<file path="config.mk">
export PLATFORM = sky130hd
export DESIGN_NAME = lfb_target
export DESIGN_NICKNAME = d
export VERILOG_FILES = /design/src/rtl/lfb_pkg.sv /design/src/rtl/lfb_start_dec.sv /design/src/rtl/lfb_capture.sv /design/src/rtl/lfb_target.sv
export SDC_FILE = /design/constraint.sdc
export NUM_CORES = 1
export LEC_CHECK = 0
export BUFFER_PORTS_ARGS = -buffer_cell sky130_fd_sc_hd__buf_2
export CAP_MARGIN = 0
export CORE_MARGIN = 10
export CORE_UTILIZATION = 55
export DETAILED_ROUTE_END_ITERATION = 12
export GPL_ROUTABILITY_DRIVEN = 0
export PLACE_DENSITY = 0.8
export SLEW_MARGIN = 20
export SYNTH_ARGS = -nofsm -noshare
export SYNTH_HDL_FRONTEND = slang
export SYNTH_SLANG_ARGS = --single-unit
</file>
<file path="constraint.sdc">
create_clock -name clk -period 2.1 [get_ports clk]
set_input_delay 0.105 -clock clk [delete_from_list [all_inputs] [get_ports clk]]
set_output_delay 0.105 -clock clk [all_outputs]
set_load 0.005 [all_outputs]
</file>
<file path="src/rtl/lfb_pkg.sv">
package lfb_pkg;

   localparam logic [3:0] START_MEM   = 4'b0000;
   localparam logic [3:0] START_FW_RD = 4'b1101;
   localparam logic [3:0] START_FW_WR = 4'b1110;
   localparam logic [3:0] SYNC_WAIT   = 4'b0101;
   localparam logic [3:0] SYNC_DONE   = 4'b0000;
   localparam logic [3:0] NIB_TURN    = 4'b1111;

   typedef enum logic [1:0] {
      FAM_NONE,
      FAM_MEM,
      FAM_FW_RD,
      FAM_FW_WR
   } fam_t;

   typedef enum logic [3:0] {
      ST_IDLE,
      ST_ADDR,
      ST_SIZE,
      ST_WDAT,
      ST_TAR0,
      ST_TAR1,
      ST_SYNC,
      ST_RDAT,
      ST_TAR2,
      ST_TAR3,
      ST_SKIP
   } st_t;

endpackage

</file>
<file path="src/rtl/lfb_start_dec.sv">
module lfb_start_dec
   import lfb_pkg::*;
(
   input  logic [3:0] start_nib,
   input  logic [3:0] hdr_nib,
   input  logic [3:0] dev_id,
   output fam_t       fam,
   output logic       hdr_ok,
   output logic       hdr_we
);

   always_comb begin
      fam    = FAM_NONE;
      hdr_ok = 1'b0;
      hdr_we = 1'b0;
      case (start_nib)
         START_MEM: begin
            fam    = FAM_MEM;
            hdr_ok = (hdr_nib[3:2] == 2'b01);
            hdr_we = hdr_nib[1];
         end
         START_FW_RD: begin
            fam    = FAM_FW_RD;
            hdr_ok = (hdr_nib == dev_id);
            hdr_we = 1'b0;
         end
         START_FW_WR: begin
            fam    = FAM_FW_WR;
            hdr_ok = (hdr_nib == dev_id);
            hdr_we = 1'b1;
         end
         default: begin
            fam    = FAM_NONE;
            hdr_ok = 1'b0;
         end
      endcase
   end

endmodule

</file>
<file path="src/rtl/lfb_capture.sv">
module lfb_capture #(
   parameter int ADDR_W = 19,
   parameter int DATA_W = 8,
   parameter int LANE_W = 1
) (
   input  logic              clk,
   input  logic              rst_n,
   input  logic [3:0]        nib,
   input  logic              addr_shift,
   input  logic              wr_en,
   input  logic [LANE_W-1:0] wr_lane,
   output logic [ADDR_W-1:0] addr,
   output logic [DATA_W-1:0] wdata
);

   localparam int NIBS = DATA_W / 4;

   logic [ADDR_W-1:0] addr_q;

   // Upper nibbles beyond ADDR_W simply fall off the top.
   always_ff @(posedge clk or negedge rst_n) begin
      if (!rst_n) begin
         addr_q <= '0;
      end else if (addr_shift) begin
         addr_q <= {addr_q[ADDR_W-5:0], nib};
      end
   end

   assign addr = addr_q;

   for (genvar g = 0; g < NIBS; g++) begin : g_lane
      logic [3:0] lane_r;
      always_ff @(posedge clk or negedge rst_n) begin
         if (!rst_n) begin
            lane_r <= '0;
         end else if (wr_en && (wr_lane == LANE_W'(g))) begin
            lane_r <= nib;
         end
      end
      assign wdata[g*4 +: 4] = lane_r;
   end

   AST_LANE_IN_RANGE: assert property (@(posedge clk) disable iff (!rst_n)
      wr_en |-> (int'(wr_lane) < NIBS)) else $error("write lane out of range");

endmodule

</file>
<file path="src/rtl/lfb_target.sv">
module lfb_target
   import lfb_pkg::*;
#(
   parameter int ADDR_W   = 19,
   parameter int DATA_W   = 8,
   parameter int MEM_NIBS = 8,
   parameter int FW_NIBS  = 7
) (
   input  logic              clk,
   input  logic              rst_n,
   input  logic              frm_n,
   input  logic [3:0]        bus_in,
   output logic [3:0]        bus_out,
   output logic              bus_drv,
   input  logic [3:0]        dev_id,
   output logic              mem_req,
   output logic              mem_we,
   output logic [ADDR_W-1:0] mem_addr,
   output logic [DATA_W-1:0] mem_wdata,
   input  logic [DATA_W-1:0] mem_rdata,
   input  logic              mem_ready,
   output logic              idle
);

   localparam int DATA_NIBS = DATA_W / 4;
   localparam int LANE_W    = (DATA_NIBS > 1) ? $clog2(DATA_NIBS) : 1;
   localparam int MAX_NIBS  = (MEM_NIBS > FW_NIBS) ? MEM_NIBS : FW_NIBS;
   localparam int CNT_W     = $clog2(MAX_NIBS);
   localparam logic [LANE_W-1:0] LAST_LANE = LANE_W'(DATA_NIBS - 1);
   localparam logic [CNT_W-1:0]  MEM_LAST  = CNT_W'(MEM_NIBS - 1);
   localparam logic [CNT_W-1:0]  FW_LAST   = CNT_W'(FW_NIBS - 1);

   if (DATA_W % 4 != 0 || DATA_W < 4) begin : g_bad_data
      $error("DATA_W must be a positive multiple of 4");
   end
   if (ADDR_W < 5 || ADDR_W > 4 * FW_NIBS || ADDR_W > 4 * MEM_NIBS) begin : g_bad_addr
      $error("ADDR_W must fit in both address fields and exceed one nibble");
   end
   if (MAX_NIBS < 2) begin : g_bad_nibs
      $error("address fields need at least two nibbles");
   end

   st_t               st_q;
   logic [3:0]        start_q;
   logic              armed_q;
   logic              we_q;
   logic              fw_q;
   logic [CNT_W-1:0]  cnt_q;
   logic [LANE_W-1:0] lane_q;
   logic              req_q;
   logic              done_q;
   logic [DATA_W-1:0] rdata_q;

   fam_t fam;
   logic hdr_ok;
   logic hdr_we;

   lfb_start_dec u_dec (
      .start_nib (start_q),
      .hdr_nib   (bus_in),
      .dev_id    (dev_id),
      .fam       (fam),
      .hdr_ok    (hdr_ok),
      .hdr_we    (hdr_we)
   );

   logic addr_shift;
   logic wr_en;

   assign addr_shift = frm_n && (st_q == ST_ADDR);
   assign wr_en      = frm_n && (st_q == ST_WDAT);

   lfb_capture #(
      .ADDR_W (ADDR_W),
      .DATA_W (DATA_W),
      .LANE_W (LANE_W)
   ) u_cap (
      .clk        (clk),
      .rst_n      (rst_n),
      .nib        (bus_in),
      .addr_shift (addr_shift),
      .wr_en      (wr_en),
      .wr_lane    (lane_q),
      .addr       (mem_addr),
      .wdata      (mem_wdata)
   );

   always_ff @(posedge clk or negedge rst_n) begin
      if (!rst_n) begin
         st_q    <= ST_IDLE;
         start_q <= NIB_TURN;
         armed_q <= 1'b0;
         we_q    <= 1'b0;
         fw_q    <= 1'b0;
         cnt_q   <= '0;
         lane_q  <= '0;
         req_q   <= 1'b0;
         done_q  <= 1'b0;
         rdata_q <= '0;
      end else if (!frm_n) begin
         // Abort and START capture share one path: the last low nibble wins.
         start_q <= bus_in;
         armed_q <= 1'b1;
         st_q    <= ST_IDLE;
         req_q   <= 1'b0;
         done_q  <= 1'b0;
      end else begin
         if (req_q && mem_ready) begin
            req_q   <= 1'b0;
            done_q  <= 1'b1;
            rdata_q <= mem_rdata;
         end
         case (st_q)
            ST_IDLE: begin
               if (armed_q) begin
                  armed_q <= 1'b0;
                  done_q  <= 1'b0;
                  if (hdr_ok) begin
                     we_q  <= hdr_we;
                     fw_q  <= (fam != FAM_MEM);
                     cnt_q <= (fam == FAM_MEM) ? MEM_LAST : FW_LAST;
                     st_q  <= ST_ADDR;
                  end else begin
                     st_q <= ST_SKIP;
                  end
               end
            end
            ST_ADDR: begin
               cnt_q <= cnt_q - 1'b1;
               if (cnt_q == '0) begin
                  lane_q <= '0;
                  if (fw_q) begin
                     st_q <= ST_SIZE;
                  end else if (we_q) begin
                     st_q <= ST_WDAT;
                  end else begin
                     st_q  <= ST_TAR0;
                     req_q <= 1'b1;
                  end
               end
            end
            ST_SIZE: begin
               if (bus_in != 4'b0000) begin
                  st_q <= ST_SKIP;
               end else if (we_q) begin
                  st_q <= ST_WDAT;
               end else begin
                  st_q  <= ST_TAR0;
                  req_q <= 1'b1;
               end
            end
            ST_WDAT: begin
               lane_q <= lane_q + 1'b1;
               if (lane_q == LAST_LANE) begin
                  st_q  <= ST_TAR0;
                  req_q <= 1'b1;
               end
            end
            ST_TAR0: st_q <= ST_TAR1;
            ST_TAR1: st_q <= ST_SYNC;
            ST_SYNC: begin
               if (done_q) begin
                  lane_q <= '0;
                  st_q   <= we_q ? ST_TAR2 : ST_RDAT;
               end
            end
            ST_RDAT: begin
               lane_q <= lane_q + 1'b1;
               if (lane_q == LAST_LANE) begin
                  st_q <= ST_TAR2;
               end
            end
            ST_TAR2: st_q <= ST_TAR3;
            ST_TAR3: st_q <= ST_IDLE;
            default: ;
         endcase
      end
   end

   always_comb begin
      bus_drv = 1'b0;
      bus_out = NIB_TURN;
      case (st_q)
         ST_SYNC: begin
            bus_drv = 1'b1;
            bus_out = done_q ? SYNC_DONE : SYNC_WAIT;
         end
         ST_RDAT: begin
            bus_drv = 1'b1;
            bus_out = rdata_q[{lane_q, 2'b00} +: 4];
         end
         ST_TAR2: begin
            bus_drv = 1'b1;
            bus_out = NIB_TURN;
         end
         default: ;
      endcase
   end

   assign mem_req = req_q;
   assign mem_we  = we_q;
   assign idle    = frm_n && !req_q &&
                    (((st_q == ST_IDLE) && !armed_q) || (st_q == ST_SKIP));

   AST_ABORT_QUIET: assert property (@(posedge clk) disable iff (!rst_n)
      !frm_n |=> (!bus_drv && !mem_req)) else $error("abort not honoured");

   AST_REQ_HOLD: assert property (@(posedge clk) disable iff (!rst_n)
      (mem_req && !mem_ready && frm_n) |=>
         (mem_req && $stable(mem_addr) && $stable(mem_we) && $stable(mem_wdata)))
      else $error("request not held");

   AST_REQ_RETIRE: assert property (@(posedge clk) disable iff (!rst_n)
      (mem_req && mem_ready) |=> !mem_req) else $error("request not retired");

   AST_WAIT_HOLDS: assert property (@(posedge clk) disable iff (!rst_n)
      (bus_drv && bus_out == SYNC_WAIT && frm_n) |=> bus_drv)
      else $error("bus released during wait");

   AST_IDLE_QUIET: assert property (@(posedge clk) disable iff (!rst_n)
      idle |-> (!bus_drv && !mem_req)) else $error("activity while idle");

endmodule

</file>
==> flow_summary.ini, run 1 <==
[drt]
drc_errors = 0
vias = 2214
viasPerCell = 5.44
drtIter0Drc = 248
dr.pass1.iters = 6
postRouteAntennaNets = 0
drt-total-wl_mm = 6.41
detail_route.wl_per_cell_um = 15.7

[layout]
design_area_um2 = 3230
syn2layout_area_growth_pct = 18.3
diodes = 0
nNetsFinal = 361
drive_above_1_share = 0.341
final_core_util = 0.678

[timing]
post-route-min-period_ps = 1910
rsz0062_at_grt = false
fmax_mhz = 524
setup_viol = 0
clock_skew_ps = 15.3
slew_headroom = 0.589
period_share = 0.909
fin_tns_setup_ps = 0
fin_ws_ps = 191
maxSlewViolCount = 0
hold_viol = 0
worstMarginPinSlew_ps = 616

[worst_setup_path]
reg2reg_slack_ps = 190
arrival_ps = 2110
crit_type = reg2reg
end_kind = flop
path_delay_family = simple AND/OR/NAND/NOR gates
path_cells = or3b_1 > nor3_2 > mux2_2
cpMaxStageDelayCell = or3b_1
r2r-start = st_q[2]
rr_worst_depth = 3
cp_data_required_time_ps = 2300
path_buf_inv = 0
critPathMaxStageDelay_ps = 520
critPathLaunchType = flop
path_max_fanout = 6
r2r-end = u_cap.g_lane[0].lane_r[0]

[floorplanning]
initial_core_util = 0.573
dieWidth_um = 90.4
core_area_um2 = 4750
rows = 25
die_y_um = 90.4
ios = 55
dieArea_um2 = 8170

[power_and_ir_drop]
ir_drop_mv = 0.771
clkPwrFrac = 0.160
netSwitchingFraction = 0.371
combPwrFrac = 0.405
pwr_density_cell_nw_per_um2 = 1120
pwr-share-seq = 0.435
switchingPower_mw = 1.35
total_power_mw = 3.63
p_leak_nw = 1.61
p_int_mw = 2.28

[synthesis]
synth_top_area_frac = 0.441
synth-async-reset-ratio = 1.00
synth-seq-cells = 52
yosysWarnings = 0
ys.flop_type = dfrtp_1
syn_nets = 300
syn-instance-count = 278
synth_edf_count = 0
synth_most_common_cell = nand2_1
ys_seq_area_frac = 0.479
syn_area_per_cell_um2 = 9.81
synthesis.area_um2 = 2730
ys_top_cells_by_area = dfrtp_1 44%, nand2_1 10%, mux2_2 10%
synth_top_area_cell = dfrtp_1
synth_common_cells = 76 x nand2_1, 48 x dfrtp_1, 25 x mux2_2
ys_types = 60

[clocking]
cts_tree = built
numCtsBuffers = 5
cts_buffer_depth = 2
post-cts-setup-buffers = 0
path_clk_slew_ps = 110
clock-sinks = 52
htreeDepth = 2
clk_latency_ps = 320
cts_root_buffer = clkbuf_8

[global_routing]
overflow = 0
grt_usage = 0.156
grt_pass1_vias = 2159
grt_max_degree = 28
antenna_found_initial = 0
grt_pass1_wl_mm = 10.6

[hold_path]
min-delay-start = mem_rdata[2]
min_path_cells = 2
min_to = rdata_q[2]
hold_path.class = in2reg

[status]
status = complete, no violations

[placement]
dp_slack_ps = 245
place_area_um2 = 3130
port_buffers = 54
dpl.hpwl_mm = 4.87

[run]
max_cap_viol_count = 0
## power by group through the flow
| stage | logic, mW | registers, mW | clock network, mW |
|---|---|---|---|
| 3_3_place_gp | 1.44 | 1.58 | 0 |
| 5_1_grt | 1.62 | 1.63 | 0.635 |
| 3_5_place_dp | 1.47 | 1.60 | 0 |
| 4_1_cts | 1.48 | 1.58 | 0.591 |
| 2_1_floorplan | 0.947 | 1.56 | 0 |
| 6_report | 1.47 | 1.58 | 0.581 |
## final cells by class
cell class / count / area (um^2)
Clock buffer: 5 / 68.8
Tap cell: 67 / 83.8
Timing Repair Buffer: 71 / 413
Clock inverter: 3 / 21.3
Fill cell: 394 / 1530
Multi-Input combinational cell: 204 / 1310
Inverter: 5 / 18.8
Sequential cell: 52 / 1310
## per-layer routing
layer  share of wire  global-route usage  vias to the layer above
met5               0                   0                        -
met4           0.022              0.0570                        0
met3           0.068              0.0449                       15
met2            0.49               0.251                       88
met1            0.42               0.193                     1031
li1                -                   -                     1080
## worst register-to-register path: stages, from the launching register on
cell and delay [ps]:
dfrtp_1 430, or3b_1 520, nor3_2 450, mux2_2 390
## metrics by stage
stage / hold WS [ps] / cells
floorplan: -191 / 278
global route: 25.5 / 407
global placement: 147 / 398
finish: 22.3 / 407
detailed placement: 153 / 398
CTS: 18.8 / 407
## how the worst max path moves through the flow
| stage | startpoint | cells past startpoint | slack [ps] | end |
|---|---|---|---|---|
| after floorplan | st_q[3] | 6 | 300 | mem_we |
| final | st_q[2] | 3 | 190 | u_cap.g_lane[0].lane_r[0] |
| after global routing | st_q[3] | 6 | 40 | st_q[0] |
| after detailed placement | st_q[2] | 4 | 240 | cnt_q[2] |
| after CTS | st_q[2] | 4 | 220 | mem_we |
| after global placement | st_q[0] | 5 | 280 | st_q[0] |
## logic make-up (layout without fill, tap and decap cells)
| group | after synthesis | in the layout | share of synthesized area |
|---|---|---|---|
| AND/OR/NAND/NOR | 127 | 127 | 0.226 |
| flip-flops | 52 | 52 | 0.479 |
| AO/OA/AOI/OAI | 43 | 43 | 0.120 |
| multiplexers | 27 | 27 | 0.111 |
| buffers and inverters | 22 | 84 | 0.0390 |
| XOR/XNOR | 5 | 5 | 0.0161 |
| adder cells (fa/ha/maj) | 2 | 2 | 0.00918 |
## what timing repair did
action / CTS / global route
hold endpoints to repair: 21 / 0
hold buffers: 1 / 0
resized for setup: 0 / 0
## cells in the final DEF, fill, tap and decap left out, types with 2 or more instances in the layout
cell type  netlist  layout
nor3b_1          2       2
nor3_1           3       3
a21o_1           4       4
or4_1            2       2
nor2b_1          2       2
o21ai_0         10      10
buf_4            2      15
a211oi_1         2       2
dfstp_2          4       4
buf_2            7      54
o22ai_1          3       3
ha_1             2       2
nor2_1          12      12
a21oi_1          4       4
nor4_1           3       3
nand3b_1         3       3
a311oi_1         2       2
o221ai_1         2       2
xor2_1           4       4
inv_1            5       5
mux2i_1          2       2
nand2_1         76      76
nand3_1          2       2
or2b_1           2       2
dfrtp_1         48      48
nand2b_1         7       7
clkbuf_8         0       5
mux2_2          25      25
## sequential cells by signal, summed over array words and instances (netlist names)
name and cells:
mem_req 1, rdata_q 8, u_cap.addr 19, mem_we 1, lane_q 1, done_q 1, cnt_q 3, fw_q 1
u_cap.g_lane.lane_r 8, start_q 4, armed_q 1, st_q 4
No activity file was read; power rests on OpenSTA's default activity.
==> run 2: changes to the inputs <==
--- a/config.mk
+++ b/config.mk
@@ -8,11 +8,12 @@
 export BUFFER_PORTS_ARGS = -buffer_cell sky130_fd_sc_hd__buf_2
 export CAP_MARGIN = 0
 export CORE_MARGIN = 10
-export CORE_UTILIZATION = 55
+export CORE_UTILIZATION = 40
 export DETAILED_ROUTE_END_ITERATION = 12
 export GPL_ROUTABILITY_DRIVEN = 0
-export PLACE_DENSITY = 0.8
+export SKIP_LAST_GASP = 1
 export SLEW_MARGIN = 20
 export SYNTH_ARGS = -nofsm -noshare
 export SYNTH_HDL_FRONTEND = slang
+export SYNTH_HIERARCHICAL = 1
 export SYNTH_SLANG_ARGS = --single-unit
==> flow_summary.ini, run 2 <==
[layout]
final_common_cell = buf_2
design_area_um2 = 3270
layout_common_cells = 54 x buf_2, 48 x dfrtp_1, 33 x mux2_2, 15 x buf_4, 14 x nand2_1
nNetsFinal = 322
diodes = 0
syn2layout_area_growth_pct = 19.0
largest_reg_flops = 19
drive_above_1_share = 0.445

[power_and_ir_drop]
combPwrFrac = 0.431
p_leak_nw = 1.57
netSwitchingFraction = 0.350
pwr_density_cell_nw_per_um2 = 1180
ir_drop_mv = 0.516
p_int_mw = 2.51
pwr-share-seq = 0.420
clkPwrFrac = 0.148
switchingPower_mw = 1.35

[hold_path]
hold_path.class = in2reg

[global_routing]
overflow = 0
grt_usage = 0.124
antenna_found_initial = 0
grt_max_degree = 53
grt_pass1_vias = 2110
grt_pass1_wl_mm = 10.5

[worst_setup_path]
crit_type = reg2reg
cpMaxStageDelayCell = dfstp_2
critPathMaxStageDelay_ps = 580
cp_data_required_time_ps = 2310
arrival_ps = 2170
critPathLaunchType = flop
end_kind = flop
path_cells = xor2_1 > and3_4 > a22o_1 > a21oi_1 > or3_4 > o32a_1
path_max_fanout = 5

[clocking]
htreeDepth = 2
clk_latency_ps = 310
cts_root_buffer = clkbuf_8
clock-sinks = 52
path_clk_slew_ps = 100
numCtsBuffers = 5
cts_buffer_depth = 2
cts_tree = built

[drt]
vias = 2061
viasPerCell = 5.41
postRouteAntennaNets = 0
dr.pass1.iters = 5
drt-total-wl_mm = 6.39
drc_errors = 0
detail_route.wl_per_cell_um = 16.8
drtIter0Drc = 151

[timing]
maxSlewViolCount = 0
fin_tns_setup_ps = 0
fmax_mhz = 511
hold_viol = 0
post-route-min-period_ps = 1960
setup_viol = 0
worstMarginPinSlew_ps = 655
clock_skew_ps = 14.3
period_share = 0.932
slew_headroom = 0.563
rsz0062_at_grt = false

[synthesis]
syn_nets = 259
ys.flop_type = dfrtp_1
ys_types = 56
ys_top_cells_by_area = dfrtp_1 44%, mux2_2 14%, mux2_4 5.5%
synth_edf_count = 0
syn_area_per_cell_um2 = 11.6
syn-instance-count = 237
synthesis.area_um2 = 2750
synth-seq-cells = 52
synth_top_area_frac = 0.437
synth_most_common_cell = dfrtp_1
ys_seq_area_frac = 0.475
synth_common_cells = 48 x dfrtp_1, 33 x mux2_2, 14 x nand2_1
yosysWarnings = 6
synth-async-reset-ratio = 1.00
synth_top_area_cell = dfrtp_1

[floorplanning]
initial_core_util = 0.409
dieWidth_um = 103
dieArea_um2 = 10600
core_area_um2 = 6720
ios = 55
rows = 30
die_y_um = 103

[run]
max_cap_viol_count = 0

[placement]
place_area_um2 = 3160
dpl.hpwl_mm = 4.70
port_buffers = 54

[status]
status = complete, no violations
==> run 2: cell count changes after synthesis, moves of 3 or more <==
| cell | delta |
|---|---|
| o31ai_1 | +3 |
| a221oi_1 | +3 |
| mux2_2 | +8 |
| inv_1 | +3 |
| nand2b_1 | -3 |
| mux2_4 | +10 |
| nand2_1 | -62 |
| buf_2 | -4 |
| o21ai_0 | -6 |
| a21oi_1 | +4 |
==> run 2: logic make-up (layout without fill, tap and decap cells) <==
kind of cell    count (synthesis)  in the layout  synth area share
flops                          52             52             0.475
xor+xnor                        6              6            0.0191
compound gates                 46             46             0.123
fa+ha+maj                       2              2           0.00910
buf+inv                        24             88            0.0469
simple gates                   60             60             0.123
mux                            47             47             0.204
==> run 2: layout make-up <==
| cell class | count | area, um^2 |
|---|---|---|
| Clock inverter | 3 | 21.3 |
| Clock buffer | 5 | 68.8 |
| Tap cell | 80 | 100 |
| Fill cell | 636 | 3450 |
| Sequential cell | 52 | 1310 |
| Multi-Input combinational cell | 161 | 1320 |
| Inverter | 8 | 30.0 |
| Timing Repair Buffer | 72 | 423 |
==> run 2: metrics by stage <==
step	power (mW)	hold WS (ps)	util	cells	setup WS [ps]
6_report	3.86	26.0	0.487	381	142
5_1_grt	4.19	11.2	0.487	381	50.5
4_1_cts	3.92	21.7	0.486	381	107
3_5_place_dp	3.32	269	0.470	371	114
3_3_place_gp	3.29	261	0.470	371	159
2_1_floorplan	2.73	-191	-	237	79.8
==> run 2: path summary, 6_finish.rpt <==
check | start | endpoint | slack (ps) | cells past startpoint
worst max register to register | start_q[0] | cnt_q[2] | 140 | 6
worst min register to register | u_cap/addr[15] | u_cap/addr[15] | 500 | 1
max in group asynchronous | rst_n | u_cap/addr[7] | 1190 | 3
worst min-delay path | mem_rdata[1] | rdata_q[1] | 30 | 2
min in group asynchronous | rst_n | rdata_q[0] | 460 | 3
worst max-delay path | start_q[0] | cnt_q[2] | 140 | 6
==> run 2: power by group through the flow <==
stage | sequential (mW) | combinational, mW | clock (mW)
detailed placement | 1.64 | 1.68 | 0
CTS | 1.63 | 1.69 | 0.601
global placement | 1.63 | 1.65 | 0
floorplan | 1.62 | 1.11 | 0
global route | 1.69 | 1.85 | 0.650
finish | 1.62 | 1.67 | 0.573
==> run 2: worst max-delay path, delay by kind of cell, from the launching register on <==
family	cells	cell delay, ps
DFF	1	580
and+or+nand+nor	2	560
AOI/OAI and AO/OA	3	560
xor gates and xnor gates	1	170
==> run 2: layer usage <==
metal	up-vias	wire length (um)	part of all wire	GRT usage
li1	982	-	-	-
met1	1011	2810	0.44	0.158
met2	59	3190	0.50	0.199
met3	9	312	0.049	0.0322
met4	0	76	0.012	0.0396
met5	-	0	0	0
==> run 2: timing repair <==
item	in CTS	in global routing
hold endpoints to repair	49	0
endpoints found under the setup margin	0	1
gates resized for setup	0	1
hold buffers	2	0
setup buffers	0	0
